File: src/rtl/bss_pkg.sv
package bss_pkg;

   typedef enum logic [2:0] {
      ST_OFF    = 3'd0,
      ST_DELAY  = 3'd1,
      ST_SAMPLE = 3'd2,
      ST_RAMP   = 3'd3,
      ST_RUN    = 3'd4,
      ST_DUMMY  = 3'd5
   } bss_state_e;

endpackage

File: src/rtl/bss_tick.sv
module bss_tick #(
   parameter int unsigned N = 4
) (
   input  logic clk,
   input  logic arst_n,
   input  logic clr,
   input  logic run,
   output logic tick
);
   localparam int unsigned CW = (N > 1) ? $clog2(N) : 1;

   generate
      if (N < 2) begin : g_bad_n
         $error("bss_tick: N must be at least 2");
      end
   endgenerate

   logic [CW-1:0] cnt_q;

   assign tick = run && (cnt_q == CW'(N - 1));

   always_ff @(posedge clk or negedge arst_n) begin
      if (!arst_n)       cnt_q <= '0;
      else if (clr)      cnt_q <= '0;
      else if (run)      cnt_q <= tick ? '0 : cnt_q + CW'(1);
   end

endmodule

File: src/rtl/bss_stepper.sv
module bss_stepper #(
   parameter int unsigned W = 7
) (
   input  logic         clk,
   input  logic         arst_n,
   input  logic         clr,
   input  logic         inc,
   output logic [W-1:0] cnt
);
   generate
      if (W < 2) begin : g_bad_w
         $error("bss_stepper: W must be at least 2");
      end
   endgenerate

   always_ff @(posedge clk or negedge arst_n) begin
      if (!arst_n)    cnt <= '0;
      else if (clr)   cnt <= '0;
      else if (inc)   cnt <= cnt + W'(1);
   end

endmodule

File: src/rtl/bss_fsm.sv
module bss_fsm
   import bss_pkg::*;
#(
   parameter int unsigned SW          = 7,
   parameter int unsigned LEVELS      = 64,
   parameter int unsigned DUMMY_STEPS = 128
) (
   input  logic          clk,
   input  logic          arst_n,
   input  logic          en_ok,
   input  logic          sample_done,
   input  logic          ocp_trip,
   input  logic          dly_tick,
   input  logic          stp_tick,
   input  logic [SW-1:0] step_cnt,
   output bss_state_e    st_q,
   output logic          tmr_clr,
   output logic          dly_run,
   output logic          stp_run,
   output logic          step_clr,
   output logic          step_inc,
   output logic          samp_start_q
);
   localparam logic [SW-1:0] LAST_RAMP  = SW'(LEVELS - 2);
   localparam logic [SW-1:0] LAST_DUMMY = SW'(DUMMY_STEPS - 1);

   bss_state_e st_d;

   always_comb begin
      st_d = st_q;
      if (!en_ok) begin
         st_d = ST_OFF;
      end else begin
         unique case (st_q)
            ST_OFF:    st_d = ST_DELAY;
            ST_DELAY:  if (dly_tick) st_d = ST_SAMPLE;
            ST_SAMPLE: if (sample_done) st_d = ST_RAMP;
            ST_RAMP: begin
               if (ocp_trip)                              st_d = ST_DUMMY;
               else if (stp_tick && step_cnt == LAST_RAMP) st_d = ST_RUN;
            end
            ST_RUN:    if (ocp_trip) st_d = ST_DUMMY;
            ST_DUMMY:  if (stp_tick && step_cnt == LAST_DUMMY) st_d = ST_RAMP;
            default:   st_d = ST_OFF;
         endcase
      end
   end

   assign tmr_clr  = (st_d != st_q);
   assign dly_run  = (st_q == ST_DELAY);
   assign stp_run  = (st_q == ST_RAMP) || (st_q == ST_DUMMY);
   assign step_clr = (st_d != st_q) && (st_d != ST_RUN);
   assign step_inc = stp_tick && stp_run;

   always_ff @(posedge clk or negedge arst_n) begin
      if (!arst_n) begin
         st_q         <= ST_OFF;
         samp_start_q <= 1'b0;
      end else begin
         st_q         <= st_d;
         samp_start_q <= (st_d == ST_SAMPLE) && (st_q != ST_SAMPLE);
      end
   end

   // a low enable always lands in the off state
   a_r2_disable_to_off: assert property (@(posedge clk) disable iff (!arst_n)
      !en_ok |=> (st_q == ST_OFF));

   // the sampler strobe is a single-cycle pulse
   a_r3_strobe_single: assert property (@(posedge clk) disable iff (!arst_n)
      samp_start_q |=> !samp_start_q);

   // sampling waits for the done indication
   a_r4_wait_done: assert property (@(posedge clk) disable iff (!arst_n)
      (st_q == ST_SAMPLE && en_ok && !sample_done) |=> (st_q == ST_SAMPLE));

   // the ramp code never jumps by more than one step
   a_r5_step_by_one: assert property (@(posedge clk) disable iff (!arst_n)
      (st_q == ST_RAMP) |=> (st_q != ST_RAMP || step_cnt == $past(step_cnt)
                             || step_cnt == $past(step_cnt) + SW'(1)));

   // a trip while switching always enters hiccup
   a_r7_trip_hiccup: assert property (@(posedge clk) disable iff (!arst_n)
      ((st_q == ST_RAMP || st_q == ST_RUN) && ocp_trip && en_ok) |=> (st_q == ST_DUMMY));

   // hiccup never re-requests a set-point sample
   a_r8_no_resample: assert property (@(posedge clk) disable iff (!arst_n)
      (st_q == ST_DUMMY) |-> !samp_start_q);

endmodule

File: src/rtl/buck_start_seq.sv
module buck_start_seq
   import bss_pkg::*;
#(
   parameter int unsigned DELAY_CYC     = 68000,
   parameter int unsigned STEP_CYC      = 1063,
   parameter int unsigned CODE_W        = 6,
   parameter int unsigned DUMMY_PERIODS = 2
) (
   input  logic              clk,
   input  logic              rst_n,
   input  logic              supply_ok,
   input  logic              en_ok,
   input  logic              sample_done,
   input  logic              ocp_trip,
   output logic [CODE_W-1:0] ref_code,
   output logic              sw_en,
   output logic              sample_start,
   output logic [2:0]        state_o,
   output logic              ss_done
);
   localparam int unsigned LEVELS      = 1 << CODE_W;
   localparam int unsigned DUMMY_STEPS = DUMMY_PERIODS * LEVELS;
   localparam int unsigned SW          = $clog2(DUMMY_STEPS);

   generate
      if (CODE_W < 2 || CODE_W > 12) begin : g_bad_code
         $error("buck_start_seq: CODE_W out of range");
      end
      if (DUMMY_PERIODS < 1) begin : g_bad_dummy
         $error("buck_start_seq: DUMMY_PERIODS must be at least 1");
      end
   endgenerate

   logic          arst_n;
   logic          dly_tick, stp_tick;
   logic          tmr_clr, dly_run, stp_run, step_clr, step_inc;
   logic [SW-1:0] step_cnt;
   bss_state_e    st_q;

   assign arst_n = rst_n & supply_ok;

   bss_tick #(.N(DELAY_CYC)) i_dly_tick (
      .clk(clk), .arst_n(arst_n), .clr(tmr_clr), .run(dly_run), .tick(dly_tick));

   bss_tick #(.N(STEP_CYC)) i_stp_tick (
      .clk(clk), .arst_n(arst_n), .clr(tmr_clr), .run(stp_run), .tick(stp_tick));

   bss_stepper #(.W(SW)) i_stepper (
      .clk(clk), .arst_n(arst_n), .clr(step_clr), .inc(step_inc), .cnt(step_cnt));

   bss_fsm #(.SW(SW), .LEVELS(LEVELS), .DUMMY_STEPS(DUMMY_STEPS)) i_fsm (
      .clk(clk), .arst_n(arst_n), .en_ok(en_ok), .sample_done(sample_done),
      .ocp_trip(ocp_trip), .dly_tick(dly_tick), .stp_tick(stp_tick),
      .step_cnt(step_cnt), .st_q(st_q), .tmr_clr(tmr_clr), .dly_run(dly_run),
      .stp_run(stp_run), .step_clr(step_clr), .step_inc(step_inc),
      .samp_start_q(sample_start));

   logic switching;
   assign switching = (st_q == ST_RAMP) || (st_q == ST_RUN);
   assign ref_code  = switching ? step_cnt[CODE_W-1:0] : '0;
   assign sw_en     = switching && !ocp_trip;
   assign ss_done   = (st_q == ST_RUN);
   assign state_o   = st_q;

endmodule

File: config.mk
export PLATFORM = sky130hd
export DESIGN_NAME = buck_start_seq
export DESIGN_NICKNAME = d
export VERILOG_FILES = /design/src/rtl/bss_pkg.sv /design/src/rtl/bss_tick.sv /design/src/rtl/bss_stepper.sv /design/src/rtl/bss_fsm.sv /design/src/rtl/buck_start_seq.sv
export SDC_FILE = /design/constraint.sdc
export NUM_CORES = 1
export LEC_CHECK = 0
export ABC_AREA = 1
export BUFFER_PORTS_ARGS = -buffer_cell sky130_fd_sc_hd__buf_4
export CORE_MARGIN = 2
export CORE_UTILIZATION = 65
export CTS_CLUSTER_DIAMETER = 100
export DETAILED_ROUTE_END_ITERATION = 10
export GPL_TIMING_DRIVEN = 0
export PLACE_DENSITY_LB_ADDON = 0.08
export SKIP_CTS_REPAIR_TIMING = 1
export SLEW_MARGIN = 20
export SYNTH_ARGS = -nofsm -noshare
export SYNTH_HDL_FRONTEND = slang
export SYNTH_SLANG_ARGS = --single-unit
File: constraint.sdc
create_clock -name clk -period 3.8 [get_ports clk]
set_input_delay 0 -clock clk [delete_from_list [all_inputs] [get_ports clk]]
set_output_delay 0 -clock clk [all_outputs]
set_load 0.01 [all_outputs]
==> summary.txt, run 1 <==
Run status
  – Outcome: finished clean

Floorplan
  – Die Y: 66.1 um
  – Die ar.: 4370 sq um
  – FP Rows: 22
  – # IOs: 18
  – Initial Util: 0.679
  – Die X: 66.1 um
  – CORE AREA: ~3700 sq um

Clock tree
  – Num Clock Sinks: 39
  – CTS tree: yes
  – H-Tree Depth: 2
  – Num CTS Buffers: 5
  – Clock root buffer: clkbuf_8
  – Clock edge transition at the registers on the reported setup and hold paths: 0.08 ns
  – Longest Clk Path Bufs: 2
  – Clk_lat worst skew: 0.29 ns

Min path
  – Hold/Removal Path Class: primary input to register
  – Hold path startpoint: ocp_trip

Placement
  – Hpwl dp: 3.95 mm
  – # port buffers: 17
  – Placer congestion estimate: 0.952
  – Worst slack, placed: 1.48 ns
  – Post-DP Area: roughly 2700 sq um

Pwr
  – Power per cell area: between 300 and 400 nW/um^2
  – Worst VDD drop: 259 uV
  – Leakage: 1.33 nW

STA
  – Slew Limit Fails: 0
  – Slew HR: 0.694
  – Final setup fails: 0
  – Fin crit share: 0.623
  – Final WS setup: 1.43 ns
  – WHS: around 0.14 ns
  – RSZ-0062 raised after global routing: false
  – Min cycle time layout: 2.37 ns
  – Final Hold Viols: 0
  – Worst Skew: 0.00737 ns
  – TNS Setup: 0 ns
  – Max Clock Freq: 422 MHz
  – Worst-Margin Slew: 0.460 ns

Setup path
  – Critical Path End Type: register
  – Largest delay share family, worst path: simple AND/OR/NAND/NOR gates
  – Crit-path max cell delay: 0.39 ns
  – CP startpoint: i_stp_tick.cnt_q[0]
  – Crit start category: register
  – Worst reg-to-reg setup slack: 1.43 ns
  – Crit Path Max Fanout: 10
  – CP required: 4.00 ns
  – Cell mode on critical path: nand2_1
  – Data arrival time of the critical path: 2.57 ns
  – CP max-delay cell: dfrtp_1
  – Crit Path Category: register to register
  – Critical-path cell list: inv_1 > ha_1 > nand2_1 > inv_1 > nand3_1 > nor2_4 > nand3_1 > a21oi_1 > nand2_1 > nand2_1 > nand2_1 > nand2_1 > nand2_4 > buf_6 > a21oi_1
  – Reg-to-reg critical path startpoint: i_stp_tick.cnt_q[0]
  – Buffers & Inverters on Critical Path: 3

Final layout
  – Core Util, Final: 0.781
  – Share of layout cells above drive strength 1: 0.148
  – Design Area, Final: 2880 sq um
  – Fillers: 283
  – Nets: 382
  – N_diodes: 0
  – Area delta synth->final: 14.9%

Synthesis
  – Syn_area_per_cell: 7.31 sq um
  – Post-Syn Nets: 354
  – Synth Register Bits: 39
  – Synth unique cells: 34
  – Prevailing post-synth register cell: dfrtp_1
  – YS warnings: 0
  – Async S/R FF share, synth: 1.00
  – Seq/Total Area, Yosys: 0.389
  – Syn Std Cell Area: 2510 sq um
  – Gate Count Post-Synth: 343
  – EDFF count, synth: 0

Global routing
  – First-pass GRT wire length: 9.37 mm
  – Initial antenna violation count: 0
  – Total congestion overflow: 0
  – Largest net degree at the start of global routing: 26
  – Overall Global Routing Usage: 0.277
  – Vias in the first global route: 2158

Route
  – Final WL: 5.43 mm
  – Wirelength per Cell: about 13 um
  – Via density per instance: 5.51
  – Routed via count: 2316
  – Final ANT Viol Nets: 0
  – DRC viols: 0
  – Drt pass-1 iters: 4
  – Drt initial violations: between 150 and 200

Flow run
  – Max Cap Violations: 0
[per-stage QoR]
step | total power [mW] | std cells
2_1_floorplan | 0.480 | 343
3_3_place_gp | 0.501 | 408
3_5_place_dp | 0.505 | 409
4_1_cts | 0.918 | 417
5_1_grt | 0.950 | 420
6_report | 0.917 | 420
[synth_stat cells, drive strengths merged (2+ instances only)]
cell    number  area (sq um)
o21ai        3          15.0
nand2       78           305
o22ai        2          12.5
ha           5          62.6
nor2        48           198
nand4       12          75.1
inv         55           206
o21bai       2          15.0
nor3        17           115
buf          5          48.8
or2          3          18.8
dfrtp       39           976
nor4         3          25.0
xor2        10          87.6
nand3       27           150
a21oi       26           134
[worst register-to-register path: cells and delay by family, from the launching register on]
family          cells  cell delay (ns)
buf+inv             3             0.36
flops               1             0.39
simple gates        9             1.05
compound gates      2             0.32
fa+ha+maj           1             0.17
[area by class of cell]
| type | instances | area (sq um) | area share |
|---|---|---|---|
| Multi-Input combinational cell | 243 | 1270 | 0.441 |
| Sequential cell | 39 | 976 | 0.339 |
| Inverter | 55 | 206 | 0.0717 |
| Timing Repair Buffer | 21 | 178 | 0.0617 |
| Clock buffer | 5 | 68.8 | 0.0239 |
| Clock inverter | 3 | 67.6 | 0.0235 |
| Tap cell | 48 | 60.1 | 0.0209 |
| Buffer | 6 | 52.6 | 0.0182 |
[cells in the final DEF (no fill, tap or decap)]
cell type	n
buf_12	1
o41ai_1	1
dfrtp_1	39
a21oi_1	25
o22ai_1	2
nand2_1	75
ha_1	5
or2_2	3
clkbuf_1	1
buf_6	3
o21ai_0	3
xnor2_1	1
a32oi_1	1
inv_1	51
nand3_1	24
a21oi_2	1
a31oi_1	1
nor2_4	2
nor4_2	1
buf_4	19
xor2_1	10
nor2_1	45
nand4_1	12
clkbuf_8	5
nor2_2	1
inv_2	4
nand3_2	3
clkinvlp_4	1
dlygate4sd3_1	3
nand2_2	2
a2111o_1	1
nor3_1	11
nand2_4	1
o21bai_1	2
a21boi_0	1
nor4_1	2
bufinv_16	2
and3_1	1
nor3_2	6
[power breakdown]
| part | switching [mW] | internal [mW] | total (mW) |
|---|---|---|---|
| logic | 0.0512 | 0.0262 | 0.0774 |
| registers | 0.00429 | 0.418 | 0.422 |
| clock network | 0.156 | 0.262 | 0.418 |
[flip-flops by register name, indices dropped and copies added, names as in the netlist]
name,flops
i_dly_tick.cnt_q,17
i_stp_tick.cnt_q,11
i_stepper.cnt,7
i_fsm.st_q,3
i_fsm.samp_start_q,1
[path summary, 6_finish.rpt]
check | cells after the start | endpoint
hold reg to reg | 2 | i_dly_tick.cnt_q[1]
max in group asynchronous | 6 | i_stp_tick.cnt_q[3]
min in group asynchronous | 4 | i_dly_tick.cnt_q[13]
setup / recovery | 15 | i_stepper.cnt[2]
setup reg to reg | 15 | i_stepper.cnt[2]
hold / removal | 6 | i_fsm.samp_start_q
[metal layers]
metal,share of wire,wire length (um),track usage
met1,0.46,2490,0.362
met2,0.49,2670,0.460
met3,0.034,183,0.0545
met4,0.016,87,0.0893
met5,0,0,0
[cells by family after synthesis]
group	after synthesis	share of synthesized area
xor+xnor	11	0.0384
simple gates	189	0.356
flops	39	0.389
fa+ha+maj	5	0.0250
compound gates	38	0.0874
buf+inv	61	0.103
(Power assumes the default switching activity.)
==> run 2, diff against run 1 <==
--- a/config.mk
+++ b/config.mk
@@ -8,7 +8,7 @@
 export ABC_AREA = 1
 export BUFFER_PORTS_ARGS = -buffer_cell sky130_fd_sc_hd__buf_4
 export CORE_MARGIN = 2
-export CORE_UTILIZATION = 65
+export CORE_UTILIZATION = 54
 export CTS_CLUSTER_DIAMETER = 100
 export DETAILED_ROUTE_END_ITERATION = 10
 export GPL_TIMING_DRIVEN = 0
==> constraint.sdc (replaced) <==
create_clock -name clk -period 2 [get_ports clk]
set_input_delay 0 -clock clk [delete_from_list [all_inputs] [get_ports clk]]
set_output_delay 0 -clock clk [all_outputs]
set_load 0.01 [all_outputs]
==> summary.txt, run 2 (synthesis gave the netlist of run 1 again) <==
Run status
  – Outcome: complete, but fails checks
  – Failing checks: design-rule violations, negative hold slack, negative setup slack

Clock tree
  – Longest Clk Path Bufs: 2
  – Clk_lat worst skew: 0.29 ns
  – Num Clock Sinks: 39
  – Num CTS Buffers: 5
  – H-Tree Depth: 2
  – Clock edge transition at the registers on the reported setup and hold paths: about 0.08 ns
  – CTS tree: yes
  – Clock root buffer: clkbuf_8

STA
  – Worst-Margin Slew: 0.475 ns
  – Slew HR: 0.683
  – Final Hold Viols: 1
  – TNS Setup: -3.47 ns
  – Min cycle time layout: ~2.1 ns
  – Fin crit share: 1.07
  – Final WS setup: -0.132 ns
  – Slew Limit Fails: 0
  – Max Clock Freq: 469 MHz
  – WHS: -0.00998 ns
  – Worst Skew: 0.0128 ns
  – RSZ-0062 raised after global routing: true
  – Final setup fails: 34

Placement
  – Placed Instances: 413
  – Worst slack, placed: -0.249 ns
  – Placer congestion estimate: 0.938
  – # port buffers: 17
  – Post-DP Area: 2720 sq um
  – Hpwl dp: about 3.9 mm

Setup path
  – Worst R2R Path Depth: 17
  – Reg-to-reg critical path startpoint: i_stp_tick.cnt_q[0]
  – Worst reg-to-reg setup slack: -0.13 ns
  – Data arrival time of the critical path: 2.35 ns
  – Cell mode on critical path: nand2_2
  – FF-to-FF End: i_dly_tick.cnt_q[5]
  – Crit Path Category: register to register
  – Crit Path Max Fanout: 7
  – Buffers & Inverters on Critical Path: 3
  – Critical-path cell list: inv_2 > ha_4 > nand2_1 > inv_1 > nand3_2 > nor2_4 > nand3_2 > nand2_2 > nand2_2 > nand2_2 > nand2_1 > nand2_1 > nand2_2 > nor2_4 > nand2_4 > clkbuf_16 > a21oi_2
  – Crit start category: register
  – Crit-path max cell delay: 0.39 ns
  – CP required: 2.22 ns
  – Critical Path End Type: register
  – Largest delay share family, worst path: simple AND/OR/NAND/NOR gates
  – CP max-delay cell: dfrtp_1

Min path
  – Hold/Removal Path Class: primary input to register
  – Hold path endpoint: i_fsm.st_q[1]
  – Worst hold path stage count: 3
  – Hold path startpoint: en_ok

Final layout
  – Biggest register: i_dly_tick.cnt_q
  – Fillers: 353
  – Core Util, Final: 0.713
  – Share of layout cells above drive strength 1: 0.269
  – Max FFs per register: 17
  – N_diodes: 0
  – Nets: 397
  – Count of non-filler cells in the finished layout: between 400 and 500
  – Commonest cells after routing, fill and taps aside: 66 x nand2_1, 47 x inv_1, 44 x nor2_1
  – Design Area, Final: 3150 sq um
  – Commonest non-fill, non-tap cell in the layout: nand2_1
  – Regs by FF count: i_dly_tick.cnt_q: 17 flops, i_stp_tick.cnt_q: 11 flops, i_stepper.cnt: 7 flops
  – Area delta synth->final: 25.6%

Global routing
  – Total congestion overflow: 0
  – Largest net degree at the start of global routing: 32
  – Vias in the first global route: between 2k and 2.5k
  – Initial antenna violation count: 0
  – Overall Global Routing Usage: 0.220
  – First-pass GRT wire length: 9.13 mm

Route
  – Drt pass-1 iters: 7
  – Final WL: slightly below 6 mm
  – Via density per instance: about 5.4
  – Routed via count: about 2.4k
  – Drt initial violations: 133
  – Wirelength per Cell: 13.4 um
  – DRC viols: 2
  – Final ANT Viol Nets: 0

Floorplan
  – Die X: 72.1 um
  – Initial Util: 0.568
  – FP Rows: 24
  – CORE AREA: 4410 sq um
  – Die ar.: 5200 sq um
  – Die Y: 72.1 um
  – # IOs: 18

Flow run
  – Max Cap Violations: 0

Pwr
  – Pwr Total: 1.55 mW
  – Leakage: 1.44 nW
  – Worst VDD drop: approximately 500 uV
  – Power per cell area: about 490 nW/um^2
==> run 2: cell count changes in the layout (fill, tap and decap cells not counted), moves of 4 or more <==
cell / delta
inv_2: +4
a21oi_2: +14
inv_1: -4
nand2_1: -9
nand2_2: +7
buf_4: +14
a21oi_1: -16
==> run 2: final cells by class <==
cell class              count  area (sq um)  area share
plain buffers               6          70.1      0.0223
clock buffers               7          76.3      0.0243
clock inverters             1          5.00     0.00159
inverters                  55           206      0.0656
multi-input cells         243          1420       0.452
flip-flops and latches     39           977       0.311
well taps                  52          65.1      0.0207
repair buffers             36           323       0.103
==> run 2: layer usage <==
metal  up-vias  GRT usage  share of wire
met2        33      0.376           0.49
li1       1194          -              -
met3         9     0.0458          0.024
met1      1115      0.277           0.47
met5         -          0              0
met4         0     0.0755          0.014
==> run 2: how the worst max path moves through the flow <==
stage | startpoint | end | slack (ns) | depth (start not counted)
after floorplan | i_stp_tick.cnt_q[0] | i_stepper.cnt[0] | 0.07 | 17
after global placement | i_stp_tick.cnt_q[0] | i_stepper.cnt[3] | -0.20 | 15
after detailed placement | i_stp_tick.cnt_q[0] | i_stp_tick.cnt_q[7] | -0.25 | 15
after CTS | i_stp_tick.cnt_q[0] | i_stp_tick.cnt_q[7] | -0.27 | 15
after global routing | i_stp_tick.cnt_q[0] | i_dly_tick.cnt_q[5] | -0.30 | 17
final | i_stp_tick.cnt_q[0] | i_dly_tick.cnt_q[5] | -0.13 | 17
==> run 2: worst register-to-register path: cells and delay by family (launching register included) <==
| family | cells | cell delay (ns) |
|---|---|---|
| AND/OR/NAND/NOR | 12 | 1.09 |
| flip-flops | 1 | 0.39 |
| buffers and inverters | 3 | 0.35 |
| adder cells (fa/ha/maj) | 1 | 0.12 |
| AO/OA/AOI/OAI | 1 | 0.10 |
==> run 2: power by group <==
part	switching, mW	internal [mW]	total [mW]
Clock	0.276	0.245	0.521
Sequential	0.00787	0.795	0.803
Combinational	0.124	0.0976	0.222
Total	0.408	1.14	1.55
==> run 3, diff against run 2 <==
--- a/config.mk
+++ b/config.mk
@@ -8,7 +8,7 @@
 export ABC_AREA = 1
 export BUFFER_PORTS_ARGS = -buffer_cell sky130_fd_sc_hd__buf_4
 export CORE_MARGIN = 2
-export CORE_UTILIZATION = 54
+export CORE_UTILIZATION = 60
 export CTS_CLUSTER_DIAMETER = 100
 export DETAILED_ROUTE_END_ITERATION = 10
 export GPL_TIMING_DRIVEN = 0
==> constraint.sdc (replaced) <==
create_clock -name clk -period 2.4 [get_ports clk]
set_input_delay 0 -clock clk [delete_from_list [all_inputs] [get_ports clk]]
set_output_delay 0 -clock clk [all_outputs]
set_load 0.01 [all_outputs]
==> summary.txt, run 3 (synthesis gave the netlist of run 1 again) <==
Floorplan
  – Die X: around 70 um
  – CORE AREA: 4000 sq um
  – Die ar.: 4710 sq um
  – # IOs: 18
  – Initial Util: 0.627
  – FP Rows: 23
  – Die Y: 68.6 um

Setup path
  – CP required: between 2 and 3 ns
  – Data arrival time of the critical path: 2.44 ns
  – Critical Path End Type: register
  – CP max-delay cell: dfrtp_1
  – Largest delay share family, worst path: simple AND/OR/NAND/NOR gates
  – Crit Path Category: register to register
  – Buffers & Inverters on Critical Path: 3
  – Crit Path Max Fanout: 10
  – Cell mode on critical path: nand2_1
  – Crit-path max cell delay: 0.40 ns
  – Crit start category: register
  – Critical-path cell list: inv_2 > ha_1 > nand2_1 > inv_1 > nand3_1 > nor2_4 > nand3_1 > a21oi_1 > nand2_1 > nand2_1 > nand2_1 > nand2_2 > nand2_4 > buf_6 > nor3_2

STA
  – Worst-Margin Slew: 0.474 ns
  – WHS: 0.150 ns
  – Min cycle time layout: between 2 and 2.5 ns
  – TNS Setup: 0 ns
  – Final Hold Viols: 0
  – Final setup fails: 0
  – Fin crit share: 0.924
  – Max Clock Freq: 451 MHz
  – Slew HR: 0.684
  – RSZ-0062 raised after global routing: false
  – Slew Limit Fails: 0
  – Worst Skew: ~0.0064 ns

Route
  – Final WL: around 5.6 mm
  – Wirelength per Cell: 13.2 um
  – Drt initial violations: 145
  – Drt pass-1 iters: 4
  – Routed via count: 2292
  – Final ANT Viol Nets: 0
  – DRC viols: 0
  – Via density per instance: 5.41

Final layout
  – Multi-input gate area: 1280 sq um
  – Share of layout cells above drive strength 1: 0.163
  – Biggest register: i_dly_tick.cnt_q
  – FF/Latch Area: 976 sq um
  – Regs by FF count: i_dly_tick.cnt_q: 17 flops, i_stp_tick.cnt_q: 11 flops, i_stepper.cnt: 7 flops
  – N_diodes: 0
  – Max FFs per register: 17
  – Commonest cells after routing, fill and taps aside: 74 x nand2_1, 49 x inv_1, 45 x nor2_1
  – Area delta synth->final: 15.4%
  – Commonest non-fill, non-tap cell in the layout: nand2_1
  – Fillers: 344
  – Nets: around 380

Placement
  – # port buffers: 17
  – Placer congestion estimate: 0.894
  – Hpwl dp: 4.10 mm

Clock tree
  – Longest Clk Path Bufs: 2
  – Clk_lat worst skew: 0.30 ns
  – Num Clock Sinks: 39
  – CTS tree: yes
  – Clock edge transition at the registers on the reported setup and hold paths: about 0.08 ns
  – Num CTS Buffers: 5
  – H-Tree Depth: 2
  – Clock root buffer: clkbuf_8

Pwr
  – Clock power share: 0.423
  – Flop pwr share: 0.484
  – Worst VDD drop: 322 uV
  – Switching power of the nets: 0.336 mW
  – Logic pwr share: 0.093
  – Leakage: roughly 1.3 nW
  – Sw frac: 0.243
  – Power per cell area: around 480 nW/um^2
  – Int Pwr: ~1.0 mW

Run status
  – Outcome: finished clean

Global routing
  – Largest net degree at the start of global routing: 25
  – Vias in the first global route: 2173
  – Initial antenna violation count: 0
  – Total congestion overflow: 0
  – First-pass GRT wire length: 9.18 mm
  – Overall Global Routing Usage: 0.261

Min path
  – Hold/Removal Path Class: primary input to register

Flow run
  – Max Cap Violations: 0
[run 3: power groups by stage]
stage | Clock, mW | Sequential, mW | Combinational (mW)
4_1_cts | 0.587 | 0.669 | 0.121
3_3_place_gp | 0 | 0.681 | 0.113
3_5_place_dp | 0 | 0.682 | 0.121
5_1_grt | 0.610 | 0.670 | 0.144
2_1_floorplan | 0 | 0.681 | 0.0793
6_report | 0.584 | 0.669 | 0.128
[run 3: final timing paths]
path | startpoint | to | slack, ns | cells after the start
setup reg to reg | i_stp_tick.cnt_q[0] | i_dly_tick.cnt_q[10] | 0.18 | 15
hold / removal | ocp_trip | i_fsm.samp_start_q | 0.15 | 6
max in group asynchronous | supply_ok | i_stp_tick.cnt_q[8] | 1.14 | 6
setup / recovery | i_stp_tick.cnt_q[0] | i_dly_tick.cnt_q[10] | 0.18 | 15
hold reg to reg | i_dly_tick.cnt_q[1] | i_dly_tick.cnt_q[1] | 0.56 | 2
min in group asynchronous | rst_n | i_dly_tick.cnt_q[2] | 0.26 | 4
[run 3: per-layer routing]
| layer | global-route usage | wire length (um) |
|---|---|---|
| met1 | 0.311 | 2500 |
| met5 | 0 | 0 |
| met2 | 0.450 | 2830 |
| met3 | 0.0633 | 141 |
| met4 | 0.103 | 127 |
[run 3: metrics by stage]
stage | cell area [sq um] | util | total power, mW | setup WS, ns | std cells
floorplan | 2510 | - | 0.760 | 0.471 | 343
global placement | 2700 | 0.674 | 0.795 | 0.190 | 410
detailed placement | 2720 | 0.681 | 0.802 | 0.0963 | 411
CTS | 2840 | 0.710 | 1.38 | 0.0638 | 419
global route | 2890 | 0.723 | 1.42 | 0.00384 | 424
finish | 2890 | 0.723 | 1.38 | 0.183 | 424
[run 3: area by class of cell]
type	instances	area share
clock inverters	2	0.0121
flip-flops and latches	39	0.337
plain buffers	6	0.0182
multi-input cells	243	0.442
inverters	55	0.0714
clock buffers	6	0.0285
repair buffers	23	0.0692
well taps	50	0.0216
[run 3: worst min-delay path, cell delays in order]
cell	delay (ns)
buf_4	0.09
nand2_1	0.05
nand2_1	0.07
a21oi_2	0.04
nand2_2	0.08
nor4_1	0.07
